File: src/rtl/replPkg.sv
package replPkg;
  typedef enum logic [1:0] {
    DIR_STAY = 2'd0,
    DIR_UP   = 2'd1,
    DIR_DOWN = 2'd2
  } dirT;

  typedef struct packed {
    logic evalFire;
    logic stepUp;
    logic stepDown;
  } ctrlStrobeT;
endpackage

File: src/rtl/replDatapath.sv
module replDatapath
  import replPkg::*;
#(
  parameter int TRIG_THRESH = 1024,
  parameter int DELTA_W     = 16,
  parameter int MAX_LEVEL   = 5,
  parameter int LEVEL_W     = 3
) (
  input  logic               clk,
  input  logic               rstN,
  input  logic               replEvt,
  input  logic               nlhbEvt,
  input  logic [DELTA_W-1:0] benDec,
  input  logic [DELTA_W-1:0] costDec,
  input  logic [DELTA_W-1:0] benInc,
  input  logic [DELTA_W-1:0] costInc,
  input  ctrlStrobeT         strobes,
  output logic               evalReady,
  output dirT                vote,
  output logic [LEVEL_W-1:0] level
);
  localparam int CNT_W = $clog2(TRIG_THRESH + 3);
  localparam logic [CNT_W-1:0] THRESH_C = CNT_W'(TRIG_THRESH);
  localparam logic [LEVEL_W-1:0] TOP_C = LEVEL_W'(MAX_LEVEL);

  logic [CNT_W-1:0] evtCnt;
  logic [CNT_W-1:0] incoming;
  logic downGood, upGood;
  logic [DELTA_W-1:0] netDown, netUp;

  assign incoming  = CNT_W'(replEvt) + CNT_W'(nlhbEvt);
  assign evalReady = evtCnt > THRESH_C;

  always_ff @(posedge clk) begin
    if (!rstN) evtCnt <= '0;
    else if (strobes.evalFire) evtCnt <= incoming;
    else evtCnt <= evtCnt + incoming;
  end

  always_comb begin
    downGood = costDec > benDec;
    upGood   = benInc > costInc;
    netDown  = costDec - benDec;
    netUp    = benInc - costInc;
    vote     = DIR_STAY;
    if (downGood && upGood) begin
      if (netUp > netDown) vote = DIR_UP;
      else if (netDown > netUp) vote = DIR_DOWN;
    end else if (upGood) begin
      vote = DIR_UP;
    end else if (downGood) begin
      vote = DIR_DOWN;
    end
  end

  always_ff @(posedge clk) begin
    if (!rstN) level <= '0;
    else if (strobes.stepUp && level != TOP_C) level <= level + 1'b1;
    else if (strobes.stepDown && level != '0) level <= level - 1'b1;
  end

  assert_level_range_R10: assert property (@(posedge clk) disable iff (!rstN)
    level <= TOP_C);
  assert_single_step_R7: assert property (@(posedge clk) disable iff (!rstN)
    strobes.evalFire |=> (level == $past(level) || level == $past(level) + 1'b1 ||
                          level == $past(level) - 1'b1));
  assert_hold_between_evals_R7: assert property (@(posedge clk) disable iff (!rstN)
    !strobes.evalFire |=> $stable(level));
  assert_clr_single_R3: assert property (@(posedge clk) disable iff (!rstN)
    strobes.evalFire |=> !evalReady);
endmodule

File: src/rtl/replCtrl.sv
module replCtrl
  import replPkg::*;
#(
  parameter int AGREE_RUNS = 4
) (
  input  logic       clk,
  input  logic       rstN,
  input  logic       evalReady,
  input  dirT        vote,
  output ctrlStrobeT strobes
);
  localparam int RUN_W = $clog2(AGREE_RUNS + 1);
  localparam logic [RUN_W-1:0] AGREE_C = RUN_W'(AGREE_RUNS);

  dirT lastDir;
  logic [RUN_W-1:0] runCnt;
  logic [RUN_W-1:0] nextRun;
  logic runDone;

  always_comb begin
    nextRun = (vote == lastDir) ? runCnt + 1'b1 : RUN_W'(1);
    runDone = evalReady && (vote != DIR_STAY) && (nextRun == AGREE_C);
    strobes.evalFire = evalReady;
    strobes.stepUp   = runDone && (vote == DIR_UP);
    strobes.stepDown = runDone && (vote == DIR_DOWN);
  end

  always_ff @(posedge clk) begin
    if (!rstN) begin
      lastDir <= DIR_STAY;
      runCnt  <= '0;
    end else if (evalReady) begin
      if (vote == DIR_STAY || runDone) begin
        lastDir <= DIR_STAY;
        runCnt  <= '0;
      end else begin
        lastDir <= vote;
        runCnt  <= nextRun;
      end
    end
  end

  assert_one_move_R6: assert property (@(posedge clk) disable iff (!rstN)
    !(strobes.stepUp && strobes.stepDown));
  assert_run_bound_R7: assert property (@(posedge clk) disable iff (!rstN)
    runCnt < AGREE_C);
  assert_stay_clears_R8: assert property (@(posedge clk) disable iff (!rstN)
    (evalReady && vote == DIR_STAY) |=> runCnt == '0);
  assert_move_needs_eval_R7: assert property (@(posedge clk) disable iff (!rstN)
    (strobes.stepUp || strobes.stepDown) |-> evalReady);
endmodule

File: src/rtl/replLevelCtrl.sv
module replLevelCtrl
  import replPkg::*;
#(
  parameter int TRIG_THRESH = 1024,
  parameter int AGREE_RUNS  = 4,
  parameter int DELTA_W     = 16,
  parameter int MAX_LEVEL   = 5,
  parameter int LEVEL_W     = $clog2(MAX_LEVEL + 1)
) (
  input  logic               clk,
  input  logic               rstN,
  input  logic               replEvt,
  input  logic               nlhbEvt,
  input  logic [DELTA_W-1:0] benDec,
  input  logic [DELTA_W-1:0] costDec,
  input  logic [DELTA_W-1:0] benInc,
  input  logic [DELTA_W-1:0] costInc,
  output logic               deltaClr,
  output logic [LEVEL_W-1:0] level
);
  ctrlStrobeT strobes;
  logic evalReady;
  dirT vote;

  replDatapath #(
    .TRIG_THRESH(TRIG_THRESH), .DELTA_W(DELTA_W),
    .MAX_LEVEL(MAX_LEVEL), .LEVEL_W(LEVEL_W)
  ) u_dp (
    .clk(clk), .rstN(rstN), .replEvt(replEvt), .nlhbEvt(nlhbEvt),
    .benDec(benDec), .costDec(costDec), .benInc(benInc), .costInc(costInc),
    .strobes(strobes), .evalReady(evalReady), .vote(vote), .level(level)
  );

  replCtrl #(.AGREE_RUNS(AGREE_RUNS)) u_ctrl (
    .clk(clk), .rstN(rstN), .evalReady(evalReady), .vote(vote), .strobes(strobes)
  );

  assign deltaClr = strobes.evalFire;
endmodule

File: config.mk
export PLATFORM = sky130hd
export DESIGN_NAME = replLevelCtrl
export DESIGN_NICKNAME = d
export VERILOG_FILES = /design/src/rtl/replPkg.sv /design/src/rtl/replDatapath.sv /design/src/rtl/replCtrl.sv /design/src/rtl/replLevelCtrl.sv
export SDC_FILE = /design/constraint.sdc
export NUM_CORES = 1
export LEC_CHECK = 0
export ABC_CLOCK_PERIOD_IN_PS = 8300
export BUFFER_PORTS_ARGS = -buffer_cell sky130_fd_sc_hd__buf_2
export CAP_MARGIN = 20
export CORE_MARGIN = 4
export CORE_UTILIZATION = 38
export CTS_CLUSTER_SIZE = 20
export DETAILED_ROUTE_END_ITERATION = 7
export SLEW_MARGIN = 20
export SYNTH_ARGS = -nofsm -noshare
export SYNTH_HDL_FRONTEND = slang
export SYNTH_SLANG_ARGS = --single-unit
export TNS_END_PERCENT = 1
File: constraint.sdc
create_clock -name clk -period 8.3 [get_ports clk]
set_input_delay 2.49 -clock clk [delete_from_list [all_inputs] [get_ports clk]]
set_output_delay 2.49 -clock clk [all_outputs]
set_load 0.05 [all_outputs]
==> impl_metrics.env, run 1 <==
export IMPL_status="complete, no violations"
export IMPL_die_y_um=97.4
export IMPL_synth_cells=403
export IMPL_period_needed_ns=7.88
export IMPL_grt_pass1_wl_mm=11.8
export IMPL_setup_viol=0
export IMPL_seq_power_share=0.244
export IMPL_cts_root_buffer="clkbuf_8"
export IMPL_initial_utilization=0.393
export IMPL_synth_fp_nets=527
export IMPL_ant_nets=0
export IMPL_hpwl_mm=5.80
export IMPL_port_buffers=71
export IMPL_switchingPower_mw=0.155
export IMPL_die_area_um2=9480
export IMPL_drtPass1Iterations=4
export IMPL_core_area_um2=7730
export IMPL_antenna_found_initial=0
export IMPL_layout_drive_gt1_share=0.191
export IMPL_hold_end="u_ctrl.runCnt[1]$_SDFFE_PN0P_"
export IMPL_finClkSkew_ns=0.00681
export IMPL_crit_slowest_cell="or4_1"
export IMPL_placed_area_um2=3520
export IMPL_critical_path_class="in2reg"
export IMPL_path_clk_slew_ns=0.07
export IMPL_synth_edf_count=0
export IMPL_hold_viol=0
export IMPL_grt_usage=0.142
export IMPL_yosysWarnings=0
export IMPL_cp_buffers_inverters=2
export IMPL_peakVddDrop_mv=0.103
export IMPL_rows=32
export IMPL_gp_congestion=0.853
export IMPL_grt_pass1_vias=2736
export IMPL_hold_class="reg2reg"
export IMPL_design_area_um2=3570
export IMPL_clk_latency_ns=0.25
export IMPL_crit_fanout=8
export IMPL_clock_path_buffers=2
export IMPL_pwr_share_comb=0.597
export IMPL_worstReg2RegEnd="u_dp.level[2]$_SDFFE_PN0P_"
export IMPL_drt_wl_total_mm=6.86
export IMPL_async_reset_ff_frac=0
export IMPL_hold_start="u_ctrl.runCnt[1]$_SDFFE_PN0P_"
export IMPL_slew_violations=0
export IMPL_vias=2946
export IMPL_drc=0
export IMPL_ff2ff_setup_slack_ns=5.43
export IMPL_drtIter0Drc=129
export IMPL_fin_crit_sh=0.949
export IMPL_wl_per_cell_um=11.8
export IMPL_tns_ns=0
export IMPL_viasPerCell=5.09
export IMPL_fmax_mhz=127
export IMPL_p_sw_frac=0.395
export IMPL_syn_cell_area_um2=3040
export IMPL_seq_area_frac_synth=0.125
export IMPL_path_cells="buf_2, inv_1, ha_1, fa_1, nand2b_1, a211oi_1, o41ai_1, nor2b_1, o21ai_0, a21o_1, a21oi_1, xnor2_1, ha_1, nand4_1, or4_1, o211ai_1, a21o_4, a31oi_4, or4_1, fa_1, nor2_1, nand2_1, a2111oi_2, mux2i_1"
export IMPL_max_slew_margin_rel=0.667
export IMPL_max_stage_delay_ns=0.56
export IMPL_ys_types=57
export IMPL_syn_to_final_growth_pct=17.7
export IMPL_grt_remaining_overflow=0
export IMPL_cts_inserted_buffers=3
export IMPL_power_mw=0.392
export IMPL_final_util=0.462
export IMPL_critPathArrivalTime_ns=8.06
export IMPL_p_leak_nw=1.72
export IMPL_cp_end_kind="flop"
export IMPL_cts_sinks=19
export IMPL_tightest_slew_ns=0.495
export IMPL_grt_max_degree=16
export IMPL_ys_ff_latch=19
export IMPL_fill_cells=783
export IMPL_htreeDepth=1
export IMPL_yosys_most_used_dff="dfxtp_1"
export IMPL_required_ns=8.48
export IMPL_postCtsHoldBufs=0
export IMPL_p_clk_frac=0.160
export IMPL_pwr_density_cell_nw_per_um2=110
export IMPL_rr_worst_depth=9
export IMPL_rsz0062_at_grt="no"
export IMPL_die_x_um=97.4
export IMPL_r2r_start="u_ctrl.lastDir[0]$_SDFFE_PN0P_"
export IMPL_final_nets=602
export IMPL_cts_tree="done"
export IMPL_start_kind="input pin"
export IMPL_cap_violations=0
export IMPL_p_int_mw=0.238
export IMPL_ioPinCount=72
export IMPL_n_antenna_cell=0
export IMPL_path_delay_family="compound AO/OA/AOI/OAI gates"
export IMPL_avgSynthCellArea_um2=7.53
export IMPL_hold_depth=2
cells by family (layout without fill, tap and decap cells):
group	count (synthesis)	after routing	synth area share
xor gates and xnor gates	30	30	0.0866
AOI/OAI and AO/OA	96	96	0.226
DFF	19	19	0.125
buffers and inverters	53	127	0.0655
adders and majority gates	56	56	0.241
and+or+nand+nor	145	145	0.242
muxes	4	4	0.0132
state kept, by name, indices dropped and copies added, names as in the netlist:
signal          flops
u_dp.level          3
u_dp.evtCnt        11
u_ctrl.runCnt       3
u_ctrl.lastDir      2
worst max path at each step:
stage	startpoint	endpoint	slack, ns	cells after the start
finish	benInc[0]	u_dp.level[2]$_SDFFE_PN0P_	0.42	24
global route	costInc[1]	u_dp.level[2]$_SDFFE_PN0P_	0.05	23
CTS	benInc[0]	u_dp.level[2]$_SDFFE_PN0P_	0.37	24
detailed placement	benInc[0]	u_dp.level[2]$_SDFFE_PN0P_	0.11	24
global placement	benInc[0]	u_dp.level[2]$_SDFFE_PN0P_	0.23	24
floorplan	costInc[1]	u_dp.level[2]$_SDFFE_PN0P_	0.62	21
placed cells by master, fill, tap and decap left out, drive strengths merged, types with 12 or more instances in the layout:
master / n
buf: 74
inv: 48
dfxtp: 19
nand2: 43
nor3: 12
xnor2: 20
a21oi: 31
ha: 52
o21ai: 13
nor2: 24
final cells by class:
| type | count | area (um^2) | share of cell area |
|---|---|---|---|
| timing repair buffer | 74 | 378 | 0.106 |
| inverter | 49 | 184 | 0.0515 |
| sequential | 19 | 380 | 0.106 |
| clock buffer | 3 | 41.3 | 0.0116 |
| tap | 102 | 128 | 0.0357 |
| multi-input combinational | 331 | 2460 | 0.688 |
| clock inverter | 1 | 5.00 | 0.00140 |
routing by layer:
| metal | up-vias | track usage | wire [um] |
|---|---|---|---|
| met5 | - | 0 | 0 |
| met4 | 0 | 0.0330 | 91 |
| met3 | 8 | 0.0223 | 301 |
| met2 | 59 | 0.251 | 3260 |
| met1 | 1293 | 0.182 | 3210 |
| li1 | 1586 | - | - |
Yosys cell counts (4+ instances only):
master	count	share of area
nand3b_1	5	0.012
a211oi_1	5	0.012
o21ai_0	12	0.020
nor2_1	24	0.030
nand4_1	11	0.023
nor2b_1	7	0.014
a21oi_1	31	0.051
a21o_1	7	0.017
dfxtp_1	19	0.13
a21boi_1	4	0.0099
nand3_1	11	0.018
fa_1	4	0.026
ha_1	52	0.21
nand2_1	43	0.053
xnor2_1	20	0.058
o211ai_1	5	0.012
mux2i_1	4	0.013
inv_1	48	0.059
xor2_1	10	0.029
nor3_1	12	0.020
clkbuf_1	4	0.0049
nand2b_1	8	0.016
o21a_1	4	0.0099
or4_1	4	0.0099
power groups by stage:
stage	registers (mW)	clock network, mW	logic [mW]
after global placement	0.0976	0	0.228
after floorplan	0.0971	0	0.176
after CTS	0.0957	0.0647	0.232
final	0.0957	0.0626	0.234
after global routing	0.0959	0.0692	0.268
after detailed placement	0.0976	0	0.231
metrics by stage:
| stage | hold WS [ns] | setup slack, ns | cells |
|---|---|---|---|
| 2_1_floorplan | 0.434 | 0.619 | 403 |
| 3_3_place_gp | 0.441 | 0.225 | 574 |
| 3_5_place_dp | 0.455 | 0.110 | 574 |
| 4_1_cts | 0.465 | 0.374 | 578 |
| 5_1_grt | 0.485 | 0.0484 | 579 |
| 6_report | 0.461 | 0.422 | 579 |
worst min-delay path: stages, from the launching register on:
cell and delay [ns]:
dfxtp_1 0.31, nand2_1 0.05, a21boi_1 0.05
repair_timing:
| item | CTS | global route |
|---|---|---|
| endpoints found under the hold margin | 0 | 0 |
| setup buffers | 0 | 1 |
| endpoints found under the setup margin | 0 | 1 |
| gates resized for setup | 0 | 1 |
No activity file was read; power rests on OpenSTA's default activity.
==> run 2: changes to the inputs <==
--- a/config.mk
+++ b/config.mk
@@ -9,9 +9,10 @@
 export BUFFER_PORTS_ARGS = -buffer_cell sky130_fd_sc_hd__buf_2
 export CAP_MARGIN = 20
 export CORE_MARGIN = 4
-export CORE_UTILIZATION = 38
+export CORE_UTILIZATION = 45
 export CTS_CLUSTER_SIZE = 20
 export DETAILED_ROUTE_END_ITERATION = 7
+export PLACE_DENSITY = 0.69
 export SLEW_MARGIN = 20
 export SYNTH_ARGS = -nofsm -noshare
 export SYNTH_HDL_FRONTEND = slang
==> run 2 against run 1 <==
  * Power increased by 0.53%
  * Sequential power about the same
  * Via count increased by 0.51%
  * Clock power increased by 2%
  * Non-clock buffer count unchanged
  * Global-route usage increased by 2.0 points
  * Utilization increased by 8.6 points
==> impl_metrics.env, run 2 (synthesis gave the netlist of run 1 again) <==
export IMPL_drtIter0Drc=74
export IMPL_crit_fanout=8
export IMPL_grt_pass1_wl_mm=11.7
export IMPL_drtPass1Iterations=4
export IMPL_period_needed_ns=7.98
export IMPL_drc=0
export IMPL_cp_end_kind="flop"
export IMPL_clk_latency_ns=0.26
export IMPL_die_area_um2=8120
export IMPL_grt_pass1_vias=2780
export IMPL_hold_viol=0
export IMPL_design_area_um2=3540
export IMPL_critPathArrivalTime_ns=8.17
export IMPL_cts_root_buffer="clkbuf_8"
export IMPL_cts_inserted_buffers=3
export IMPL_pwr_density_cell_nw_per_um2=111
export IMPL_rsz0062_at_grt="no"
export IMPL_fin_crit_sh=0.961
export IMPL_largest_reg_flops=11
export IMPL_fin_hold_ws_ns=0.458
export IMPL_ant_nets=0
export IMPL_globalRouteMet2Util=0.299
export IMPL_initial_utilization=0.470
export IMPL_gp_congestion=0.872
export IMPL_layout_drive_gt1_share=0.191
export IMPL_wl_per_cell_um=12.3
export IMPL_layout_common_cells="buf_2 (71), ha_1 (52), inv_1 (48)"
export IMPL_grtUsageMet3=0.0209
export IMPL_fill_cells=654
export IMPL_layout_commonest_cell="buf_2"
export IMPL_peakVddDrop_mv=0.105
export IMPL_cap_violations=0
export IMPL_port_buffers=71
export IMPL_status="complete, no violations"
export IMPL_die_x_um=90.1
export IMPL_grt_remaining_overflow=0
export IMPL_core_area_um2=6460
export IMPL_max_slew_margin_rel=0.658
export IMPL_die_y_um=90.1
export IMPL_n_antenna_cell=0
export IMPL_required_ns=8.49
export IMPL_cts_tree="done"
export IMPL_grt_max_degree=16
export IMPL_reg_largest_list="u_dp.evtCnt: 11 flops, u_ctrl.runCnt: 3 flops, u_dp.level: 3 flops"
export IMPL_stdcell_count=554
export IMPL_hold_class="reg2reg"
export IMPL_antenna_found_initial=0
export IMPL_final_nets=602
export IMPL_viasPerCell=5.34
export IMPL_placed_area_um2=3490
export IMPL_cts_sinks=19
export IMPL_finClkSkew_ns=0.00406
export IMPL_p_leak_nw=1.72
export IMPL_vias=2961
export IMPL_ioPinCount=72
export IMPL_top_register="u_dp.evtCnt"
export IMPL_grt_usage=0.163
export IMPL_use_met1=0.199
export IMPL_fmax_mhz=125
export IMPL_tns_ns=0
export IMPL_tightest_slew_ns=0.509
export IMPL_drt_wl_total_mm=6.81
export IMPL_slew_violations=0
export IMPL_busiest_layer="met2"
export IMPL_start_kind="input pin"
export IMPL_path_clk_slew_ns=0.07
export IMPL_setup_viol=0
export IMPL_hpwl_mm=5.80
export IMPL_critical_path_class="in2reg"
export IMPL_dp_cells=549
export IMPL_rows=29
export IMPL_clock_path_buffers=2
export IMPL_syn_to_final_growth_pct=16.7
export IMPL_htreeDepth=1
run 2: cell count changes in the layout (fill, tap and decap cells not counted):
cell,before,now
o311ai_0,1,2
o311ai_1,1,0
o21ai_1,0,1
o21ai_0,12,11
run 2: final timing paths:
kind	startpoint	endpoint	slack (ns)	cells past startpoint
max	benDec[1]	u_dp.level[2]$_SDFFE_PN0P_	0.32	23
min	u_ctrl.runCnt[1]$_SDFFE_PN0P_	u_ctrl.runCnt[1]$_SDFFE_PN0P_	0.46	2
min reg2reg	u_ctrl.runCnt[1]$_SDFFE_PN0P_	u_ctrl.runCnt[1]$_SDFFE_PN0P_	0.46	2
max reg2reg	u_ctrl.runCnt[0]$_SDFFE_PN0P_	u_dp.level[2]$_SDFFE_PN0P_	5.42	9
run 2: area by class of cell:
type                    instances  area (um^2)  share of cell area
inverters                      49          184              0.0519
multi-input cells             331         2460               0.694
clock buffers                   3         41.3              0.0117
well taps                      77         96.3              0.0272
flip-flops and latches         19          380               0.107
repair buffers                 74          378               0.107
clock inverters                 1         5.00             0.00141
run 2: metal layers:
| layer | vias up | share of wire |
|---|---|---|
| li1 | 1588 | - |
| met1 | 1302 | 0.47 |
| met2 | 63 | 0.48 |
| met3 | 8 | 0.037 |
| met4 | 0 | 0.014 |
| met5 | - | 0 |
run 2: repair_timing:
item,4_1_cts,5_1_grt
hold buffers,0,0
buffers inserted,0,1
setup endpoints to repair,0,1
gates resized for setup,0,1
run 2: critical path, cell delays in order:
cell and delay (ns):
buf_2 0.10, inv_1 0.04, ha_1 0.28, nor2b_1 0.13, o21ai_0 0.11, a21oi_1 0.20
o21ai_0 0.17, a211oi_1 0.34, o311ai_0 0.24, a2111oi_0 0.48, nor3_1 0.12, ha_1 0.31
nand4_1 0.15, or4_1 0.57, o211ai_1 0.30, a21o_4 0.20, a31oi_4 0.15, or4_1 0.55
fa_1 0.41, nor2_1 0.12, nand2_1 0.07, a2111oi_2 0.41, mux2i_1 0.21
run 2: where the power goes:
part           total (mW)  leakage (nW)  internal, mW  switching [mW]
combinational       0.235          1.54         0.111           0.124
sequential         0.0956         0.154        0.0935         0.00203
clock              0.0637        0.0255        0.0334          0.0303
run 2: per-stage QoR:
step / total power, mW / util / setup WS (ns)
after floorplan: 0.273 / - / 0.619
after global placement: 0.323 / 0.540 / 0.255
after detailed placement: 0.329 / 0.540 / 0.0595
after CTS: 0.395 / 0.547 / 0.327
after global routing: 0.435 / 0.548 / 0.0821
final: 0.395 / 0.548 / 0.321
==> run 3: changes to the inputs <==
--- a/config.mk
+++ b/config.mk
@@ -5,6 +5,7 @@
 export SDC_FILE = /design/constraint.sdc
 export NUM_CORES = 1
 export LEC_CHECK = 0
+export ABC_AREA = 1
 export ABC_CLOCK_PERIOD_IN_PS = 8300
 export BUFFER_PORTS_ARGS = -buffer_cell sky130_fd_sc_hd__buf_2
 export CAP_MARGIN = 20
@@ -12,6 +13,7 @@
 export CORE_UTILIZATION = 45
 export CTS_CLUSTER_SIZE = 20
 export DETAILED_ROUTE_END_ITERATION = 7
+export GPL_ROUTABILITY_DRIVEN = 0
 export PLACE_DENSITY = 0.69
 export SLEW_MARGIN = 20
 export SYNTH_ARGS = -nofsm -noshare
==> run 3 against run 2 <==
  * Combinational power about the same
  * Final cell count rose by 9.7%
  * Non-clock buffer count decreased by 3
  * Critical path type unchanged
  * Largest cell class unchanged
  * Highest routed layer unchanged
==> impl_metrics.env, run 3 <==
export IMPL_status="complete, no violations"
export IMPL_hold_start="u_ctrl.runCnt[1]$_SDFFE_PN0P_"
export IMPL_ys_types=39
export IMPL_start_kind="input pin"
export IMPL_initial_utilization=0.470
export IMPL_rows=29
export IMPL_reg_largest_list="u_dp.evtCnt: 11 flops, u_ctrl.runCnt: 3 flops, u_dp.level: 3 flops"
export IMPL_wl_per_cell_um=10.1
export IMPL_port_buffers=71
export IMPL_ys_ff_latch=19
export IMPL_avgSynthCellArea_um2=6.65
export IMPL_die_y_um=90.1
export IMPL_required_ns=8.46
export IMPL_rr_worst_depth=10
export IMPL_syn_to_final_growth_pct=16.4
export IMPL_n_antenna_cell=0
export IMPL_cts_sinks=19
export IMPL_htreeDepth=1
export IMPL_syn_cell_area_um2=3030
export IMPL_postCtsHoldBufs=0
export IMPL_hpwl_mm=5.50
export IMPL_hold_depth=2
export IMPL_hold_class="reg2reg"
export IMPL_pwr_density_cell_nw_per_um2=112
export IMPL_clock_path_buffers=2
export IMPL_peakVddDrop_mv=0.0696
export IMPL_crit_top_cell="nand2_1"
export IMPL_cts_tree="done"
export IMPL_max_slew_margin_rel=0.724
export IMPL_largest_reg_flops=11
export IMPL_post_cts_resized=0
export IMPL_top_register="u_dp.evtCnt"
export IMPL_yosysWarnings=0
export IMPL_cp_end_kind="flop"
export IMPL_multi_input_area_um2=2310
export IMPL_synth_fp_nets=580
export IMPL_worstReg2RegEnd="u_dp.level[2]$_SDFFE_PN0P_"
export IMPL_layout_common_cells="nand2_1 (92), inv_1 (89), buf_2 (71)"
export IMPL_fin_crit_sh=0.799
export IMPL_antenna_found_initial=0
export IMPL_drc=0
export IMPL_rsz0062_at_grt="no"
export IMPL_ioPinCount=72
export IMPL_yosys_most_used_dff="dfxtp_1"
export IMPL_hold_end="u_ctrl.runCnt[1]$_SDFFE_PN0P_"
export IMPL_fin_hold_ws_ns=0.466
export IMPL_die_x_um=90.1
export IMPL_die_area_um2=8120
export IMPL_drtIter0Drc=80
export IMPL_tightest_slew_ns=0.413
export IMPL_core_area_um2=6460
export IMPL_period_needed_ns=6.63
export IMPL_vias=2929
export IMPL_seq_area_frac_synth=0.125
export IMPL_dp_slack_ns=1.40
export IMPL_synth_most_common_cell="nand2_1"
export IMPL_critPathArrivalTime_ns=6.79
export IMPL_final_nets=656
export IMPL_power_mw=0.394
export IMPL_tns_ns=0
export IMPL_synth_top_cell_by_area="ha_1"
export IMPL_viasPerCell=4.82
export IMPL_design_area_um2=3530
export IMPL_drtPass1Iterations=4
export IMPL_finClkSkew_ns=0.00366
export IMPL_final_seq_area_um2=380
export IMPL_grt_remaining_overflow=0
export IMPL_crit_slowest_cell="fa_1"
export IMPL_synth_edf_count=0
export IMPL_critical_path_class="in2reg"
export IMPL_fmax_mhz=151
export IMPL_placed_area_um2=3480
export IMPL_grt_usage=0.154
export IMPL_grt_pass1_vias=2730
export IMPL_r2r_start="u_ctrl.runCnt[0]$_SDFFE_PN0P_"
export IMPL_max_stage_delay_ns=0.42
export IMPL_setup_viol=0
export IMPL_fill_cells=659
export IMPL_synth_cells=456
export IMPL_yosys_top_cells_area="ha_1 (21%), dfxtp_1 (13%), nand2_1 (11%), inv_1 (11%), xor2_1 (6.9%)"
export IMPL_clk_latency_ns=0.26
export IMPL_ff2ff_setup_slack_ns=6.08
export IMPL_synth_common_cells="nand2_1 (92), inv_1 (89), ha_1 (52), a21oi_1 (38), nor2_1 (35)"
export IMPL_ant_nets=0
export IMPL_fin_ws_ns=1.67
export IMPL_path_clk_slew_ns=0.07
export IMPL_drt_wl_total_mm=6.12
export IMPL_cts_root_buffer="clkbuf_8"
export IMPL_grt_pass1_wl_mm=11.0
export IMPL_crit_fanout=7
export IMPL_grt_max_degree=12
export IMPL_layout_commonest_cell="nand2_1"
export IMPL_hold_viol=0
export IMPL_yosysTopAreaCellShare=0.215
export IMPL_postCtsSetupRepairBufs=0
export IMPL_cap_violations=0
export IMPL_p_leak_nw=1.98
export IMPL_slew_violations=0
export IMPL_layout_drive_gt1_share=0.194
export IMPL_cts_inserted_buffers=3
export IMPL_async_reset_ff_frac=0
==> run 3: changes by cell type after synthesis, sizes merged, moves of 7 or more <==
| cell | previous run | this run |
|---|---|---|
| nor2b | 7 | 0 |
| nand2 | 43 | 105 |
| xor2 | 10 | 24 |
| xnor2 | 20 | 7 |
| a21oi | 31 | 41 |
| nand3 | 11 | 20 |
| nand2b | 8 | 0 |
| nor2 | 24 | 40 |
| inv | 48 | 89 |
==> run 3: how the worst max path moves through the flow <==
stage,from,end,slack (ns),cells after the start
final,benInc[2],u_dp.level[2]$_SDFFE_PN0P_,1.67,30
after global routing,costInc[2],u_dp.level[2]$_SDFFE_PN0P_,1.18,32
after CTS,benDec[2],u_dp.level[2]$_SDFFE_PN0P_,1.66,30
after detailed placement,benDec[2],u_dp.level[2]$_SDFFE_PN0P_,1.40,30
after global placement,benDec[2],u_dp.level[2]$_SDFFE_PN0P_,1.51,30
after floorplan,costInc[2],u_dp.level[2]$_SDFFE_PN0P_,1.96,30
==> run 3: worst max-delay path: cells and delay by family <==
kind                     cells  cell delay, ns
XOR/XNOR                     1            0.14
AND/OR/NAND/NOR             14            1.25
AO/OA/AOI/OAI               10            1.61
buffers and inverters        2            0.19
adder cells (fa/ha/maj)      3            1.09
==> run 3: logic make-up after synthesis <==
group	Yosys count	synth area share
compound gates	75	0.144
buf+inv	91	0.113
flops	19	0.125
xor+xnor	31	0.0895
fa+ha+maj	56	0.241
simple gates	184	0.288
==> run 3: layout make-up <==
class / instances / share of cell area
Clock inverter: 1 / 0.00142
Tap cell: 77 / 0.0273
Clock buffer: 3 / 0.0117
Inverter: 91 / 0.0967
Sequential cell: 19 / 0.108
Timing Repair Buffer: 71 / 0.101
Multi-Input combinational cell: 346 / 0.655
==> run 3: where the power goes <==
part	leakage [nW]	total [mW]	switching [mW]	internal, mW
clock network	0.0255	0.0662	0.0327	0.0334
logic	1.80	0.233	0.134	0.0990
registers	0.154	0.0949	0.00142	0.0935
total	1.98	0.394	0.168	0.226
==> run 3: stage by stage <==
stage,utilization,cells
finish,0.547,608
global route,0.547,608
CTS,0.547,608
detailed placement,0.540,604
global placement,0.540,604
floorplan,-,456
==> run 3: per-layer routing <==
metal / track usage / up-vias / wire length, um
li1: - / 1625 / -
met1: 0.211 / 1228 / 3060
met2: 0.259 / 68 / 2710
met3: 0.0242 / 8 / 282
met4: 0.0268 / 0 / 62
met5: 0 / - / 0
